--- src/rtl/linkfc_pkg.sv ---
package linkfc_pkg;

   typedef enum logic {
      FC_CREDIT = 1'b0,
      FC_ONOFF  = 1'b1
   } fc_mode_e;

   // bits needed to hold values 0..depth
   function automatic int cnt_bits(input int depth);
      return $clog2(depth + 1);
   endfunction

   // bits needed to index n channels (at least one)
   function automatic int idx_bits(input int n);
      return (n > 1) ? $clog2(n) : 1;
   endfunction

endpackage

--- src/rtl/linkfc_delay.sv ---
module linkfc_delay #(
   parameter int W   = 1,
   parameter int LAT = 1
) (
   input  logic         clk,
   input  logic         rst_n,
   input  logic [W-1:0] d,
   output logic [W-1:0] q
);

   if (LAT < 1) begin : g_bad_lat
      $error("linkfc_delay: LAT must be at least 1");
   end

   logic [LAT-1:0][W-1:0] stg;

   always_ff @(posedge clk or negedge rst_n) begin
      if (!rst_n) begin
         stg <= '0;
      end else begin
         stg[0] <= d;
         for (int i = 1; i < LAT; i++) stg[i] <= stg[i-1];
      end
   end

   assign q = stg[LAT-1];

endmodule

--- src/rtl/linkfc_credit_tx.sv ---
module linkfc_credit_tx
   import linkfc_pkg::*;
#(
   parameter int NUM_VC    = 2,
   parameter int BUF_DEPTH = 8,
   parameter int CNTW      = 4,
   parameter int VCW       = 1
) (
   input  logic                   clk,
   input  logic                   rst_n,
   input  logic                   mode_onoff,
   input  logic                   send_req,
   input  logic [VCW-1:0]         send_vc,
   input  logic [NUM_VC-1:0]      crd_rtn,
   input  logic                   stop_rx,
   output logic                   send_ok,
   output logic                   send_fire,
   output logic [NUM_VC*CNTW-1:0] cnt_flat,
   output logic                   err
);

   localparam logic [CNTW-1:0] FULL = CNTW'(BUF_DEPTH);

   logic            is_onoff;
   logic [CNTW-1:0] sel_cnt;
   logic [NUM_VC-1:0] bad;

   assign is_onoff = (fc_mode_e'(mode_onoff) == FC_ONOFF);

   always_comb begin
      sel_cnt = '0;
      for (int v = 0; v < NUM_VC; v++) begin
         if (send_vc == VCW'(v)) sel_cnt = cnt_flat[v*CNTW +: CNTW];
      end
   end

   assign send_ok   = is_onoff ? !stop_rx : (sel_cnt != '0);
   assign send_fire = send_req && send_ok;

   for (genvar v = 0; v < NUM_VC; v++) begin : g_vc
      logic [CNTW-1:0] c_r;
      logic            take;

      assign take = send_fire && !is_onoff && (send_vc == VCW'(v));

      always_ff @(posedge clk or negedge rst_n) begin
         if (!rst_n) begin
            c_r <= FULL;
         end else if (take && !crd_rtn[v]) begin
            if (c_r != '0) c_r <= c_r - 1'b1;
         end else if (crd_rtn[v] && !take) begin
            if (c_r != FULL) c_r <= c_r + 1'b1;
         end
      end

      assign bad[v] = (take && !crd_rtn[v] && (c_r == '0)) ||
                      (crd_rtn[v] && !take && (c_r == FULL));
      assign cnt_flat[v*CNTW +: CNTW] = c_r;
   end

   always_ff @(posedge clk or negedge rst_n) begin
      if (!rst_n) err <= 1'b0;
      else if (|bad) err <= 1'b1;
   end

endmodule

--- src/rtl/linkfc_rx_stub.sv ---
module linkfc_rx_stub
   import linkfc_pkg::*;
#(
   parameter int NUM_VC    = 2,
   parameter int BUF_DEPTH = 8,
   parameter int CNTW      = 4,
   parameter int VCW       = 1,
   parameter int ON_TH     = 1,
   parameter int OFF_TH    = 3
) (
   input  logic                   clk,
   input  logic                   rst_n,
   input  logic                   mode_onoff,
   input  logic                   arr_vld,
   input  logic [VCW-1:0]         arr_vc,
   input  logic [NUM_VC-1:0]      drain_en,
   output logic [NUM_VC-1:0]      crd_out,
   output logic                   stop_q,
   output logic [NUM_VC*CNTW-1:0] occ_flat,
   output logic                   ovf_err
);

   localparam logic [CNTW-1:0] FULL = CNTW'(BUF_DEPTH);
   localparam logic [CNTW-1:0] HI   = CNTW'(OFF_TH);
   localparam logic [CNTW-1:0] LO   = CNTW'(ON_TH);

   logic              is_onoff;
   logic [NUM_VC-1:0] hi, lo, drop;

   assign is_onoff = (fc_mode_e'(mode_onoff) == FC_ONOFF);

   for (genvar v = 0; v < NUM_VC; v++) begin : g_vc
      logic [CNTW-1:0] occ_r;
      logic            arr, pop, full;

      assign arr  = arr_vld && (arr_vc == VCW'(v));
      assign pop  = drain_en[v] && (occ_r != '0);
      assign full = (occ_r == FULL);

      always_ff @(posedge clk or negedge rst_n) begin
         if (!rst_n) begin
            occ_r <= '0;
         end else if (arr && !pop && !full) begin
            occ_r <= occ_r + 1'b1;
         end else if (pop && !arr) begin
            occ_r <= occ_r - 1'b1;
         end
      end

      assign drop[v]    = arr && full && !pop;
      assign crd_out[v] = pop && !is_onoff;
      assign hi[v]      = (occ_r >= HI);
      assign lo[v]      = (occ_r <= LO);
      assign occ_flat[v*CNTW +: CNTW] = occ_r;
   end

   always_ff @(posedge clk or negedge rst_n) begin
      if (!rst_n)        stop_q <= 1'b0;
      else if (!is_onoff) stop_q <= 1'b0;
      else if (|hi)      stop_q <= 1'b1;
      else if (&lo)      stop_q <= 1'b0;
   end

   always_ff @(posedge clk or negedge rst_n) begin
      if (!rst_n) ovf_err <= 1'b0;
      else if (|drop) ovf_err <= 1'b1;
   end

endmodule

--- src/rtl/linkfc_top.sv ---
module linkfc_top
   import linkfc_pkg::*;
#(
   parameter int NUM_VC    = 2,
   parameter int BUF_DEPTH = 8,
   parameter int FWD_LAT   = 2,
   parameter int CRD_LAT   = 2,
   parameter int ON_TH     = 1,
   parameter int OFF_TH    = 3,
   localparam int VCW      = idx_bits(NUM_VC),
   localparam int CW       = cnt_bits(BUF_DEPTH)
) (
   input  logic                 clk,
   input  logic                 rst_n,
   input  logic                 mode_onoff,
   input  logic                 send_req,
   input  logic [VCW-1:0]       send_vc,
   input  logic [NUM_VC-1:0]    drain_en,
   output logic                 send_ok,
   output logic [NUM_VC*CW-1:0] credit_cnt,
   output logic [NUM_VC*CW-1:0] buf_occ,
   output logic                 stop_out,
   output logic                 credit_err,
   output logic                 ovf_err
);

   // elaboration-time parameter checks
   if (NUM_VC < 1) begin : g_chk_vc
      $error("linkfc_top: NUM_VC must be at least 1");
   end
   if (BUF_DEPTH < 1) begin : g_chk_depth
      $error("linkfc_top: BUF_DEPTH must be at least 1");
   end
   if (ON_TH >= OFF_TH) begin : g_chk_hyst
      $error("linkfc_top: ON_TH must sit below OFF_TH");
   end
   if (OFF_TH + FWD_LAT + CRD_LAT + 1 > BUF_DEPTH) begin : g_chk_room
      $error("linkfc_top: OFF_TH leaves no room for flits in flight");
   end

   logic              fire;
   logic [VCW:0]      fwd_in, fwd_out;
   logic [NUM_VC-1:0] crd_gen, crd_back;
   logic              stop_back;

   linkfc_credit_tx #(
      .NUM_VC(NUM_VC), .BUF_DEPTH(BUF_DEPTH), .CNTW(CW), .VCW(VCW)
   ) u_tx (
      .clk(clk), .rst_n(rst_n), .mode_onoff(mode_onoff),
      .send_req(send_req), .send_vc(send_vc),
      .crd_rtn(crd_back), .stop_rx(stop_back),
      .send_ok(send_ok), .send_fire(fire),
      .cnt_flat(credit_cnt), .err(credit_err)
   );

   assign fwd_in = {fire, send_vc};

   linkfc_delay #(.W(VCW+1), .LAT(FWD_LAT)) u_fwd (
      .clk(clk), .rst_n(rst_n), .d(fwd_in), .q(fwd_out)
   );

   linkfc_rx_stub #(
      .NUM_VC(NUM_VC), .BUF_DEPTH(BUF_DEPTH), .CNTW(CW), .VCW(VCW),
      .ON_TH(ON_TH), .OFF_TH(OFF_TH)
   ) u_rx (
      .clk(clk), .rst_n(rst_n), .mode_onoff(mode_onoff),
      .arr_vld(fwd_out[VCW]), .arr_vc(fwd_out[VCW-1:0]),
      .drain_en(drain_en), .crd_out(crd_gen), .stop_q(stop_out),
      .occ_flat(buf_occ), .ovf_err(ovf_err)
   );

   linkfc_delay #(.W(NUM_VC), .LAT(CRD_LAT)) u_crd (
      .clk(clk), .rst_n(rst_n), .d(crd_gen), .q(crd_back)
   );

   linkfc_delay #(.W(1), .LAT(CRD_LAT)) u_stop (
      .clk(clk), .rst_n(rst_n), .d(stop_out), .q(stop_back)
   );

endmodule

--- config.mk ---
export PLATFORM = sky130hd
export DESIGN_NAME = linkfc_top
export DESIGN_NICKNAME = d
export VERILOG_FILES = /design/src/rtl/linkfc_pkg.sv /design/src/rtl/linkfc_delay.sv /design/src/rtl/linkfc_credit_tx.sv /design/src/rtl/linkfc_rx_stub.sv /design/src/rtl/linkfc_top.sv
export SDC_FILE = /design/constraint.sdc
export NUM_CORES = 1
export LEC_CHECK = 0
export ABC_AREA = 1
export BUFFER_PORTS_ARGS = -buffer_cell sky130_fd_sc_hd__buf_4
export CAP_MARGIN = 20
export CORE_ASPECT_RATIO = 1.25
export CORE_MARGIN = 3
export CORE_UTILIZATION = 30
export CTS_BUF_LIST = sky130_fd_sc_hd__clkbuf_16
export CTS_CLUSTER_DIAMETER = 50
export CTS_CLUSTER_SIZE = 12
export DETAILED_ROUTE_END_ITERATION = 8
export SETUP_SLACK_MARGIN = 0.02
export SLEW_MARGIN = 25
export SYNTH_ARGS = -nofsm -noshare
export SYNTH_HDL_FRONTEND = slang
export SYNTH_SLANG_ARGS = --single-unit
--- constraint.sdc ---
create_clock -name clk -period 2.1 [get_ports clk]
set_input_delay 0.525 -clock clk [delete_from_list [all_inputs] [get_ports clk]]
set_output_delay 0.525 -clock clk [all_outputs]
set_load 0.01 [all_outputs]
==> flow_metrics.py, run 1 <==
metrics = {
    "outcome": {
        "outcome": "completed",
    },
    "pwr": {
        "static-leakage-power_nw": 1.18,
        "comb_power_share_pct": 48.5,
        "pwr-share-seq_pct": 30.3,
        "pwr_density_cell_mw_per_mm2": 1370,
        "switching_share_pct": 38.1,
        "part_of_the_power_in_the_clock_network_pct": 21.2,
        "maximum_vdd_drop_mv": 0.733,
        "fin_total_pwr_mw": 3.12,
        "power.internal_mw": 1.93,
        "p_sw_mw": 1.19,
    },
    "setup_path": {
        "timing.rr.end": "u_tx.g_vc[0].c_r[3]$_DFFE_PN1P_",
        "worst_ep_arrival_time_ns": 2.25,
        "crit_path_max_fanout": 3,
        "timing.critical_path.to": "u_tx.g_vc[0].c_r[3]$_DFFE_PN1P_",
        "path_cells": "nand2_1 > nand2_1 > nor2_2 > nand2_2 > nand4_4 > nor2_4 > nand2_4 > inv_4 > ha_4 > nand2_2 > nand2_1 > a31oi_1 > inv_1 > nand3_1 > nand2_1 > inv_2 > nand2_1 > nand2_1 > nand2_1",
        "cp.buffers_inverters": 3,
        "critPathMostFrequentCell": "sky130_fd_sc_hd__nand2_1",
        "cell_depth_of_the_worst_setup_path": 19,
        "required_arrival_time_at_the_worst_endpoint_ns": 2.31,
        "crit_path_max_incr_delay_ns": 0.54,
        "regToRegStartpoint": "u_tx.g_vc[1].c_r[3]$_DFFE_PN1P_",
        "critical_path.startpoint_type": "flip-flop",
        "critical_path.endpoint_type": "flip-flop",
        "crit_start": "u_tx.g_vc[1].c_r[3]$_DFFE_PN1P_",
        "critical_path.slowest_cell": "sky130_fd_sc_hd__dfstp_2",
        "path_class": "reg -> reg",
        "worst_r2r_path_cells": 19,
        "r2r_slack_ns": 0.06,
        "gate_family_responsible_for_the_most_delay_along_the_worst_path": "simple AND/OR/NAND/NOR gates",
    },
    "yosys": {
        "ys_seq_elements": 29,
        "postSynthNetCount": 214,
        "post-synth-top-count-cell": "sky130_fd_sc_hd__nand2_1",
        "synthesis.area_mm2": 0.00164,
        "synth-edff-count": 0,
        "synth_cell_type_count": 27,
        "async_reset_ff_share_pct": 100,
        "synthDominantCellAreaShare_pct": 41.3,
        "ys_top_cells_by_count": "48 x sky130_fd_sc_hd__nand2_1, 36 x sky130_fd_sc_hd__inv_1, 27 x sky130_fd_sc_hd__dfrtp_1, 14 x sky130_fd_sc_hd__nor2_1",
        "syn_area_per_cell_um2": 8.39,
        "synth.yosys.warnings": 0,
        "synth_area_leaders": "sky130_fd_sc_hd__dfrtp_1 41%, sky130_fd_sc_hd__nand2_1 11%, sky130_fd_sc_hd__inv_1 8.3%",
        "synth.largest_area_cell": "sky130_fd_sc_hd__dfrtp_1",
        "synth-main-ff-cell": "sky130_fd_sc_hd__dfrtp_1",
        "seq_total_area_yosys_pct": 44.5,
        "postSynthCellCount": 195,
    },
    "final_layout": {
        "area_growth_syn_to_layout_pct": 39.7,
        "final_net_count": 266,
        "final.fill_count": 523,
        "stdcell_area_mm2": 0.00228,
        "layoutNonFillerInstCount": 310,
        "antenna_diodes": 0,
        "drive_gt1_share_pct": 32.3,
    },
    "timing": {
        "fmax_mhz": 490,
        "setup_tns_ns": 0,
        "count_of_final_hold_check_violations": 0,
        "worst_pin_slew_ns": 0.422,
        "post_route_setup_slack_ns": 0.0598,
        "fin_worst_skew_ns": 0.00643,
        "rsz_0062_raised_after_global_routing": "yes",
        "timing.final.setup_violations": 0,
        "final_report_max_slew_violation_count": 0,
        "slew-limit-headroom_pct": 71.5,
        "timing.final.crit_period_ns": 2.04,
        "period_share_pct": 97.2,
    },
    "detailed_routing": {
        "drt-wirelength-per-cell_um": 11.1,
        "via_count": 1387,
        "drt_first_pass_iters": 4,
        "route.antenna.remaining_nets": 0,
        "drt-initial-drc-count": 45,
        "finalWirelength_mm": 3.45,
        "drt-vias-per-instance": 4.47,
        "drc": 0,
    },
    "global_routing": {
        "grtUsageTotal_pct": 12.5,
        "grt_overflow": 0,
        "number_of_global_route_vias_before_repair": 1421,
        "global_route_wire_length_before_repair_mm": 6.19,
        "antenna_found_initial": 0,
        "grt_max_degree": 30,
    },
    "run": {
        "timing.max_cap.violations": 0,
    },
    "clock_tree": {
        "cts_root_buf": "sky130_fd_sc_hd__clkbuf_16",
        "cts-htree-levels": 2,
        "clock_tree.buffer_depth": 2,
        "clock_tree_from_tritoncts": "built",
        "cts_num_sinks": 29,
        "insertion_delay_to_the_later_sink_of_the_worst_skew_pair_ns": 0.27,
        "cts_buffers": 5,
        "clk_transition_reported_paths_ns": 0.05,
    },
    "placed_design": {
        "routabilityCongestion": 0.814,
        "place_inst": 301,
        "dp_slack_ns": -0.298,
        "dp_hpwl_mm": 2.68,
        "buffer_ports.inserted": 26,
        "detailed_place.area_mm2": 0.00210,
    },
    "floorplan": {
        "overall_die_area_mm2": 0.00638,
        "initial_core_util_pct": 31.5,
        "cell_rows": 29,
        "io-pin-count": 27,
        "die_x_um": 72.0,
        "fp.dieH_um": 88.5,
        "core_region_area_mm2": 0.00519,
    },
    "hold_path": {
        "hold_path.class": "in -> async",
    },
}
## worst min path at each step
| stage | startpoint | end | slack [ns] | cells after the start |
|---|---|---|---|---|
| detailed placement | u_crd.stg[1]$_DFF_PN0_ | u_crd.q[1]$_DFF_PN0_ | 0.34 | 0 |
| floorplan | rst_n | u_crd.q[0]$_DFF_PN0_ | 0.23 | 0 |
| global placement | u_fwd.stg[1]$_DFF_PN0_ | u_fwd.q[1]$_DFF_PN0_ | 0.33 | 0 |
| global route | rst_n | u_rx.g_vc[1].occ_r[0]$_DFFE_PN0P_ | 0.19 | 1 |
| finish | rst_n | u_rx.ovf_err$_DFFE_PN0P_ | 0.17 | 1 |
| CTS | rst_n | u_rx.g_vc[1].occ_r[2]$_DFFE_PN0P_ | 0.19 | 1 |
## logic make-up (layout without fill, tap and decap cells)
| family | after synthesis | in the layout | share of synthesized area, % |
|---|---|---|---|
| AOI/OAI and AO/OA | 18 | 18 | 6.73 |
| xor gates and xnor gates | 11 | 11 | 6.35 |
| adders and majority gates | 12 | 12 | 10.1 |
| buffers and inverters | 38 | 91 | 8.72 |
| DFF | 29 | 29 | 44.5 |
| and+or+nand+nor | 87 | 87 | 23.6 |
## power groups by stage
stage          clock [mW]  sequential (mW)  combinational (mW)
6_report            0.661            0.945                1.51
3_5_place_dp            0            0.957                1.47
5_1_grt             0.712            0.983                1.73
2_1_floorplan           0             1.06               0.736
4_1_cts             0.686            0.950                1.49
3_3_place_gp            0            0.960                1.45
## timing repair
item | 4_1_cts | 5_1_grt
pin swaps | 7 | 7
hold buffers | 0 | 0
setup endpoints to repair | 2 | 5
setup buffers | 0 | 1
resized for setup | 2 | 10
## flip-flops by register name, summed over array words and instances, names as in the netlist
name / cells
u_crd.stg: 2
u_stop.q: 1
u_rx.ovf_err: 1
u_crd.q: 2
u_rx.stop_q: 1
u_rx.g_vc.occ_r: 8
u_tx.g_vc.c_r: 8
u_stop.stg: 1
u_fwd.q: 2
u_fwd.stg: 2
u_tx.err: 1
## per-layer routing
metal / share of wire [%] / GRT usage, %
met1: 43 / 14.7
met2: 50 / 21.4
met5: 0 / 0
met3: 5.2 / 3.52
met4: 1.8 / 5.47
## cell usage in the layout, fill, tap and decap left out, drive strengths merged, types with 2 or more instances in the layout
cell type  instances
ha                10
nor2              17
buf               45
dfrtp             27
nand4              3
dfstp              2
nand2             53
a31oi              3
nand3             10
inv               38
nor4               2
fa                 2
xnor2              4
o21ai              8
clkinv             3
o21a               2
clkbuf             5
nor3               2
xor2               7
## metrics by stage
stage,util [%],hold slack (ns)
5_1_grt,44.0,0.193
3_5_place_dp,40.5,0.337
3_3_place_gp,40.5,0.332
6_report,44.0,0.169
4_1_cts,43.4,0.187
2_1_floorplan,-,0.229
## final cells by class
cell class | instances | area [um2] | area share (%)
clock buffers | 5 | 125 | 5.48
clock inverters | 3 | 12.5 | 0.548
inverters | 38 | 161 | 7.06
multi-input cells | 128 | 842 | 36.9
flip-flops and latches | 29 | 728 | 31.9
well taps | 62 | 77.6 | 3.40
repair buffers | 45 | 338 | 14.8
Power figures use the tool's default switching activity.
==> run 2, diff against run 1 <==
--- a/config.mk
+++ b/config.mk
@@ -5,7 +5,6 @@
 export SDC_FILE = /design/constraint.sdc
 export NUM_CORES = 1
 export LEC_CHECK = 0
-export ABC_AREA = 1
 export BUFFER_PORTS_ARGS = -buffer_cell sky130_fd_sc_hd__buf_4
 export CAP_MARGIN = 20
 export CORE_ASPECT_RATIO = 1.25
==> flow_metrics.py, run 2 <==
metrics = {
    "outcome": {
        "outcome": "complete, but fails checks",
        "failed_checks": "setup timing",
    },
    "run": {
        "timing.max_cap.violations": 0,
    },
    "floorplan": {
        "cell_rows": 31,
        "overall_die_area_mm2": 0.00735,
        "io-pin-count": 27,
        "initial_core_util_pct": 31.9,
        "fp.dieH_um": 95.1,
        "die_x_um": 77.3,
        "core_region_area_mm2": 0.00597,
    },
    "global_routing": {
        "antenna_found_initial": 0,
        "grt_overflow": 0,
        "global_route_wire_length_before_repair_mm": 8.18,
        "grt_max_degree": 30,
        "number_of_global_route_vias_before_repair": 1713,
        "grtUsageTotal_pct": 14.0,
    },
    "final_layout": {
        "multi_input_comb_area_mm2": 0.00123,
        "mostFrequentLayoutCell": "sky130_fd_sc_hd__buf_4",
        "biggestRegsByFlops": "u_rx.g_vc.occ_r: 8 flops, u_tx.g_vc.c_r: 8 flops",
        "stdcell_area_mm2": 0.00267,
        "regArea_um2": 728,
        "final_net_count": 272,
        "layout.cells.most_common_list": "50 x sky130_fd_sc_hd__buf_4, 27 x sky130_fd_sc_hd__dfrtp_1, 17 x sky130_fd_sc_hd__nand2_1",
        "finish.utilization_pct": 44.7,
        "layoutNonFillerInstCount": 335,
        "final.fill_count": 607,
        "drive_gt1_share_pct": 35.2,
        "antenna_diodes": 0,
        "area_growth_syn_to_layout_pct": 40.2,
    },
    "setup_path": {
        "path_cells": "buf_6 > or3b_4 > or3_4 > fa_2 > buf_6 > a21oi_2 > a221o_1",
        "critPathMostFrequentCell": "sky130_fd_sc_hd__buf_6",
        "gate_family_responsible_for_the_most_delay_along_the_worst_path": "simple AND/OR/NAND/NOR gates",
        "crit_path_max_fanout": 3,
        "regToRegStartpoint": "u_tx.g_vc[1].c_r[3]$_DFFE_PN1P_",
        "timing.critical_path.to": "u_tx.g_vc[0].c_r[1]$_DFFE_PN0P_",
        "worst_ep_arrival_time_ns": 2.34,
        "cell_depth_of_the_worst_setup_path": 7,
        "r2r_slack_ns": -0.04,
        "path_class": "in -> reg",
        "crit_start": "mode_onoff",
        "critical_path.endpoint_type": "flip-flop",
        "required_arrival_time_at_the_worst_endpoint_ns": 2.26,
        "cp.buffers_inverters": 2,
        "critical_path.slowest_cell": "sky130_fd_sc_hd__fa_2",
        "worst_r2r_path_cells": 7,
        "crit_path_max_incr_delay_ns": 0.58,
        "critical_path.startpoint_type": "input pin",
        "timing.rr.end": "u_tx.g_vc[1].c_r[2]$_DFFE_PN0P_",
    },
    "placed_design": {
        "dp_hpwl_mm": 3.32,
        "buffer_ports.inserted": 26,
        "routabilityCongestion": 0.902,
        "place_inst": 326,
        "detailed_place.area_mm2": 0.00241,
    },
    "yosys": {
        "post-synth-top-count-cell": "sky130_fd_sc_hd__dfrtp_1",
        "synth-edff-count": 0,
        "synth_area_leaders": "sky130_fd_sc_hd__dfrtp_1 35%, sky130_fd_sc_hd__ha_1 6.6%, sky130_fd_sc_hd__nand2_1 3.5%",
        "synth.yosys.warnings": 0,
        "seq_total_area_yosys_pct": 38.2,
        "postSynthCellCount": 197,
        "synthDominantCellAreaShare_pct": 35.4,
        "ys_seq_elements": 29,
        "async_reset_ff_share_pct": 100,
        "synth-main-ff-cell": "sky130_fd_sc_hd__dfrtp_1",
        "ys_top_cells_by_count": "27 x sky130_fd_sc_hd__dfrtp_1, 18 x sky130_fd_sc_hd__nand2_1, 15 x sky130_fd_sc_hd__inv_1, 10 x sky130_fd_sc_hd__ha_1, 9 x sky130_fd_sc_hd__a21oi_1",
        "synth.largest_area_cell": "sky130_fd_sc_hd__dfrtp_1",
        "synthesis.area_mm2": 0.00191,
        "synth_cell_type_count": 56,
        "syn_area_per_cell_um2": 9.68,
        "postSynthNetCount": 216,
    },
    "timing": {
        "period_share_pct": 104,
        "fmax_mhz": 459,
        "final_report_max_slew_violation_count": 0,
        "slew-limit-headroom_pct": 67.2,
        "timing.final.setup_violations": 5,
        "timing.final.crit_period_ns": 2.18,
        "worst_pin_slew_ns": 0.489,
        "rsz_0062_raised_after_global_routing": "yes",
        "post_route_setup_slack_ns": -0.0784,
        "fin_worst_skew_ns": 0.00357,
        "count_of_final_hold_check_violations": 0,
    },
    "detailed_routing": {
        "drc": 0,
        "finalWirelength_mm": 4.64,
        "via_count": 1664,
        "drt_first_pass_iters": 4,
        "drt-wirelength-per-cell_um": 13.9,
        "route.antenna.remaining_nets": 0,
        "drt-initial-drc-count": 61,
        "drt-vias-per-instance": 4.97,
    },
    "clock_tree": {
        "clock_tree.buffer_depth": 2,
        "cts_buffers": 5,
        "cts_root_buf": "sky130_fd_sc_hd__clkbuf_16",
        "cts_num_sinks": 29,
        "insertion_delay_to_the_later_sink_of_the_worst_skew_pair_ns": 0.27,
        "clock_tree_from_tritoncts": "built",
        "cts-htree-levels": 2,
        "cts_hold_buf": 0,
        "clk_transition_reported_paths_ns": 0.05,
    },
    "pwr": {
        "pwr-share-seq_pct": 27.1,
        "part_of_the_power_in_the_clock_network_pct": 16.9,
        "maximum_vdd_drop_mv": 0.634,
        "comb_power_share_pct": 56.0,
        "switching_share_pct": 39.1,
        "p_sw_mw": 1.50,
        "power.internal_mw": 2.34,
        "pwr_density_cell_mw_per_mm2": 1440,
        "static-leakage-power_nw": 1.20,
    },
    "hold_path": {
        "hold_path.class": "in -> async",
    },
}
==> run 2: changes by cell type after synthesis, moves of 5 or more <==
cell	before	now
sky130_fd_sc_hd__nor2b_1	0	7
sky130_fd_sc_hd__o21ai_0	8	3
sky130_fd_sc_hd__inv_1	36	15
sky130_fd_sc_hd__o211ai_1	0	5
sky130_fd_sc_hd__mux2i_1	0	6
sky130_fd_sc_hd__a21oi_1	1	9
sky130_fd_sc_hd__nand3b_1	0	5
sky130_fd_sc_hd__nor3_1	2	8
sky130_fd_sc_hd__nand2_1	48	18
sky130_fd_sc_hd__nor2_1	14	8
==> run 2: worst min path at each step <==
stage	endpoint	slack (ns)	cells past startpoint	startpoint
after floorplan	u_crd.q[0]$_DFF_PN0_	0.23	0	rst_n
after global placement	u_stop.q$_DFF_PN0_	0.33	0	u_stop.stg[0]$_DFF_PN0_
after detailed placement	u_crd.q[1]$_DFF_PN0_	0.34	0	u_crd.stg[1]$_DFF_PN0_
after CTS	u_tx.g_vc[0].c_r[0]$_DFFE_PN0P_	0.18	1	rst_n
after global routing	u_tx.g_vc[1].c_r[1]$_DFFE_PN0P_	0.19	1	rst_n
final	u_tx.g_vc[1].c_r[1]$_DFFE_PN0P_	0.16	1	rst_n
==> run 2: repair_timing <==
action	in CTS	in global routing
pin swaps	12	11
buffers inserted	1	1
setup endpoints to repair	6	6
resized for setup	11	12
==> run 2: metrics by stage <==
stage | setup WS (ns) | hold slack [ns] | total power [mW] | setup TNS (ns)
6_report | -0.0784 | 0.165 | 3.84 | -0.248
5_1_grt | -0.136 | 0.191 | 4.18 | -0.574
4_1_cts | -0.0580 | 0.182 | 3.76 | -0.157
3_5_place_dp | -0.371 | 0.338 | 2.98 | -1.80
3_3_place_gp | -0.352 | 0.331 | 2.94 | -1.74
2_1_floorplan | -0.207 | 0.229 | 2.15 | -0.764
==> run 2: cell type report <==
type / instances / area share, %
multi-input cells: 148 / 45.9
flip-flops and latches: 29 / 27.2
repair buffers: 54 / 15.7
clock buffers: 5 / 4.68
well taps: 82 / 3.84
inverters: 15 / 2.29
clock inverters: 2 / 0.281
==> run 2: cell families (layout without fill, tap and decap cells) <==
| logic type | Yosys count | count (layout) | synth area share, % |
|---|---|---|---|
| AOI/OAI and AO/OA | 43 | 43 | 16.7 |
| xor gates and xnor gates | 9 | 9 | 4.13 |
| adders and majority gates | 12 | 12 | 8.66 |
| buffers and inverters | 20 | 76 | 4.07 |
| DFF | 29 | 29 | 38.2 |
| muxes | 8 | 8 | 4.33 |
| and+or+nand+nor | 76 | 76 | 23.9 |
==> run 2: routing by layer <==
layer	global-route usage, %	routed length, um
met1	17.2	2070
met2	23.3	2320
met3	3.50	168
met4	6.23	91
met5	0	0
==> run 2: power groups by stage <==
| stage | clock, mW | sequential, mW | combinational [mW] |
|---|---|---|---|
| 2_1_floorplan | 0 | 1.12 | 1.02 |
| 3_3_place_gp | 0 | 1.02 | 1.92 |
| 3_5_place_dp | 0 | 1.02 | 1.96 |
| 4_1_cts | 0.668 | 1.03 | 2.07 |
| 5_1_grt | 0.696 | 1.09 | 2.39 |
| 6_report | 0.647 | 1.04 | 2.15 |
==> run 3, diff against run 2 <==
--- a/config.mk
+++ b/config.mk
@@ -15,7 +15,7 @@
 export CTS_CLUSTER_SIZE = 12
 export DETAILED_ROUTE_END_ITERATION = 8
 export SETUP_SLACK_MARGIN = 0.02
-export SLEW_MARGIN = 25
 export SYNTH_ARGS = -nofsm -noshare
 export SYNTH_HDL_FRONTEND = slang
+export SYNTH_HIERARCHICAL = 1
 export SYNTH_SLANG_ARGS = --single-unit
==> flow_metrics.py, run 3 <==
metrics = {
    "floorplan": {
        "io-pin-count": 27,
        "fp.dieH_um": 91.1,
        "initial_core_util_pct": 31.5,
        "die_x_um": 74.1,
        "core_region_area_mm2": 0.00552,
        "cell_rows": 30,
        "overall_die_area_mm2": 0.00675,
    },
    "placed_design": {
        "detailed_place.area_mm2": 0.00224,
        "dp_hpwl_mm": 2.82,
        "buffer_ports.inserted": 26,
        "routabilityCongestion": 0.851,
    },
    "final_layout": {
        "area_growth_syn_to_layout_pct": 48.7,
        "final_net_count": 251,
        "stdcell_area_mm2": 0.00258,
        "antenna_diodes": 0,
        "final.fill_count": 507,
        "layout.cells.most_common_list": "51 x sky130_fd_sc_hd__buf_4, 26 x sky130_fd_sc_hd__dfrtp_1, 16 x sky130_fd_sc_hd__inv_1",
        "mostFrequentLayoutCell": "sky130_fd_sc_hd__buf_4",
        "biggestRegsByFlops": "u_rx/g_vc.occ_r: 8 flops, u_tx/g_vc.c_r: 8 flops",
        "drive_gt1_share_pct": 44.5,
    },
    "timing": {
        "slew-limit-headroom_pct": 71.3,
        "timing.final.setup_violations": 6,
        "fmax_mhz": 441,
        "worst_pin_slew_ns": 0.428,
        "timing.final.crit_period_ns": 2.27,
        "period_share_pct": 108,
        "rsz_0062_raised_after_global_routing": "yes",
        "count_of_final_hold_check_violations": 0,
        "fin_worst_skew_ns": 0.00523,
        "final_report_max_slew_violation_count": 0,
        "post_route_setup_slack_ns": -0.170,
        "whs_ns": 0.177,
    },
    "setup_path": {
        "gate_family_responsible_for_the_most_delay_along_the_worst_path": "simple AND/OR/NAND/NOR gates",
        "critPathMostFrequentCell": "sky130_fd_sc_hd__ha_4",
        "cp.buffers_inverters": 1,
        "path_cells": "or3_4 > nor3b_4 > or2_1 > inv_2 > ha_4 > ha_4 > a21oi_4 > and3_4 > nor3_4 > xor2_1",
        "worst_ep_arrival_time_ns": 2.47,
        "regToRegStartpoint": "u_tx/g_vc[1].c_r[2]$_DFFE_PN0P_",
        "r2r_slack_ns": -0.17,
        "path_class": "reg -> reg",
        "timing.rr.end": "u_tx/g_vc[1].c_r[3]$_DFFE_PN1P_",
        "worst_r2r_path_cells": 10,
        "critical_path.endpoint_type": "flip-flop",
        "critical_path.startpoint_type": "flip-flop",
        "crit_path_max_fanout": 4,
        "crit_path_max_incr_delay_ns": 0.41,
        "critical_path.slowest_cell": "sky130_fd_sc_hd__or3_4",
        "required_arrival_time_at_the_worst_endpoint_ns": 2.30,
    },
    "yosys": {
        "synth_top_family_by_area": "simple AND/OR/NAND/NOR gates",
        "synthXorXnorAreaFrac_pct": 5.54,
        "ys_top_cells_by_count": "27 x sky130_fd_sc_hd__dfrtp_1, 18 x sky130_fd_sc_hd__inv_1, 16 x sky130_fd_sc_hd__ha_1, 14 x sky130_fd_sc_hd__nand2_1, 9 x sky130_fd_sc_hd__o21ai_0",
        "async_reset_ff_share_pct": 100,
        "post_synth_and_or_nand_nor_area_fraction_pct": 18.4,
        "synth_area_leaders": "sky130_fd_sc_hd__dfrtp_1 39%, sky130_fd_sc_hd__ha_1 12%, sky130_fd_sc_hd__inv_1 3.9%",
        "synth-edff-count": 0,
        "synth_mux_area_share_pct": 1.15,
        "synth-compound-area-share_pct": 13.5,
        "postSynthNetCount": 193,
        "synthDominantCellAreaShare_pct": 38.9,
        "synthAdderAreaFrac_pct": 13.8,
        "synth.largest_area_cell": "sky130_fd_sc_hd__dfrtp_1",
        "post-synth-top-count-cell": "sky130_fd_sc_hd__dfrtp_1",
        "seq_total_area_yosys_pct": 41.9,
        "ys_seq_elements": 29,
        "syn_area_per_cell_um2": 10.3,
        "synth-main-ff-cell": "sky130_fd_sc_hd__dfrtp_1",
        "synth_cell_type_count": 47,
        "postSynthCellCount": 168,
        "synthesis.area_mm2": 0.00174,
        "synth.yosys.warnings": 6,
    },
    "detailed_routing": {
        "max_layer_used": "met4",
        "drt_first_pass_iters": 4,
        "drt-vias-per-instance": 4.88,
        "drt-initial-drc-count": 50,
        "drt-wirelength-per-cell_um": 13.5,
        "met3RoutedLength_um": 233,
        "drc": 0,
        "via_count": 1421,
        "route.antenna.remaining_nets": 0,
        "total_length_of_routed_met2_wires_mm": 2.01,
        "routedLengthMet1_mm": 1.64,
        "finalWirelength_mm": 3.94,
    },
    "clock_tree": {
        "cts_num_sinks": 29,
        "clk_transition_reported_paths_ns": 0.05,
        "clock_tree_from_tritoncts": "built",
        "cts_buffers": 5,
        "cts_root_buf": "sky130_fd_sc_hd__clkbuf_16",
        "insertion_delay_to_the_later_sink_of_the_worst_skew_pair_ns": 0.27,
        "cts-htree-levels": 2,
        "clock_tree.buffer_depth": 2,
    },
    "global_routing": {
        "global_route_wire_length_before_repair_mm": 6.69,
        "number_of_global_route_vias_before_repair": 1397,
        "grt_max_degree": 30,
        "antenna_found_initial": 0,
        "grtUsageTotal_pct": 12.8,
        "grt_overflow": 0,
    },
    "run": {
        "timing.max_cap.violations": 0,
    },
    "pwr": {
        "fin_total_pwr_mw": 3.60,
        "static-leakage-power_nw": 1.15,
        "maximum_vdd_drop_mv": 0.665,
        "pwr_density_cell_mw_per_mm2": 1390,
    },
    "outcome": {
        "outcome": "complete, but fails checks",
        "failed_checks": "setup timing",
    },
    "hold_path": {
        "hold_path.class": "in -> async",
    },
}
## run 3: cell types whose count changed in the layout (fill, tap and decap cells not counted), sizes merged, moves of 4 or more
cell | previous run | this run
mux2i | 6 | 2
nand3 | 8 | 4
nor2 | 8 | 4
nand3b | 6 | 1
nor3 | 8 | 4
nand2 | 18 | 14
o21ai | 5 | 9
o211ai | 5 | 1
xor2 | 2 | 6
ha | 10 | 16
## run 3: logic make-up (layout without fill, tap and decap cells)
logic type | after synthesis | count (layout)
and+or+nand+nor | 53 | 53
AOI/OAI and AO/OA | 33 | 33
DFF | 29 | 29
buffers and inverters | 22 | 81
adders and majority gates | 18 | 18
xor gates and xnor gates | 11 | 11
muxes | 2 | 2
## run 3: how the worst max path moves through the flow
| stage | to | start | cells past startpoint | slack, ns |
|---|---|---|---|---|
| final | u_tx/g_vc[1].c_r[3]$_DFFE_PN1P_ | u_tx/g_vc[1].c_r[2]$_DFFE_PN0P_ | 10 | -0.17 |
| after detailed placement | u_tx/g_vc[1].c_r[3]$_DFFE_PN1P_ | u_tx/g_vc[1].c_r[0]$_DFFE_PN0P_ | 10 | -0.24 |
| after global routing | u_tx/g_vc[1].c_r[3]$_DFFE_PN1P_ | u_tx/g_vc[1].c_r[2]$_DFFE_PN0P_ | 10 | -0.32 |
| after floorplan | u_tx/g_vc[1].c_r[3]$_DFFE_PN1P_ | u_tx/g_vc[1].c_r[0]$_DFFE_PN0P_ | 10 | -0.20 |
| after CTS | u_tx/g_vc[1].c_r[3]$_DFFE_PN1P_ | u_tx/g_vc[1].c_r[2]$_DFFE_PN0P_ | 10 | -0.17 |
| after global placement | u_tx/g_vc[1].c_r[3]$_DFFE_PN1P_ | u_tx/g_vc[1].c_r[0]$_DFFE_PN0P_ | 10 | -0.21 |
## run 3: area by class of cell
| cell class | instances | area, um2 | area share, % |
|---|---|---|---|
| Tap cell | 64 | 80.1 | 3.10 |
| Sequential cell | 29 | 729 | 28.2 |
| Timing Repair Buffer | 55 | 428 | 16.6 |
| Multi-Input combinational cell | 117 | 1110 | 43.1 |
| Clock inverter | 3 | 37.5 | 1.45 |
| Clock buffer | 5 | 125 | 4.84 |
| Inverter | 18 | 70.1 | 2.71 |
## run 3: stage by stage
stage	setup WS (ns)	util [%]	setup TNS [ns]	std cells
6_report	-0.170	46.8	-0.572	291
5_1_grt	-0.316	46.8	-1.47	291
4_1_cts	-0.174	46.1	-0.690	288
3_5_place_dp	-0.238	40.6	-0.991	278
3_3_place_gp	-0.211	40.6	-0.617	278
2_1_floorplan	-0.203	-	-0.409	168
## run 3: report_power, final
| group | leakage, nW | internal (mW) | total [mW] | switching (mW) |
|---|---|---|---|---|
| Clock | 0.0826 | 0.549 | 0.781 | 0.232 |
| Combinational | 0.726 | 0.969 | 1.83 | 0.862 |
| Sequential | 0.345 | 0.779 | 0.987 | 0.208 |
## run 3: metal layers
metal | GRT usage [%] | up-vias
met2 | 21.0 | 32
met5 | 0 | -
met3 | 3.43 | 5
met1 | 16.3 | 687
li1 | - | 697
met4 | 3.63 | 0
## run 3: repair_timing
action	in CTS	in global routing
setup buffers	3	3
resized for setup	25	6
endpoints found under the setup margin	7	10
pin swaps	24	7
hold buffers	0	0
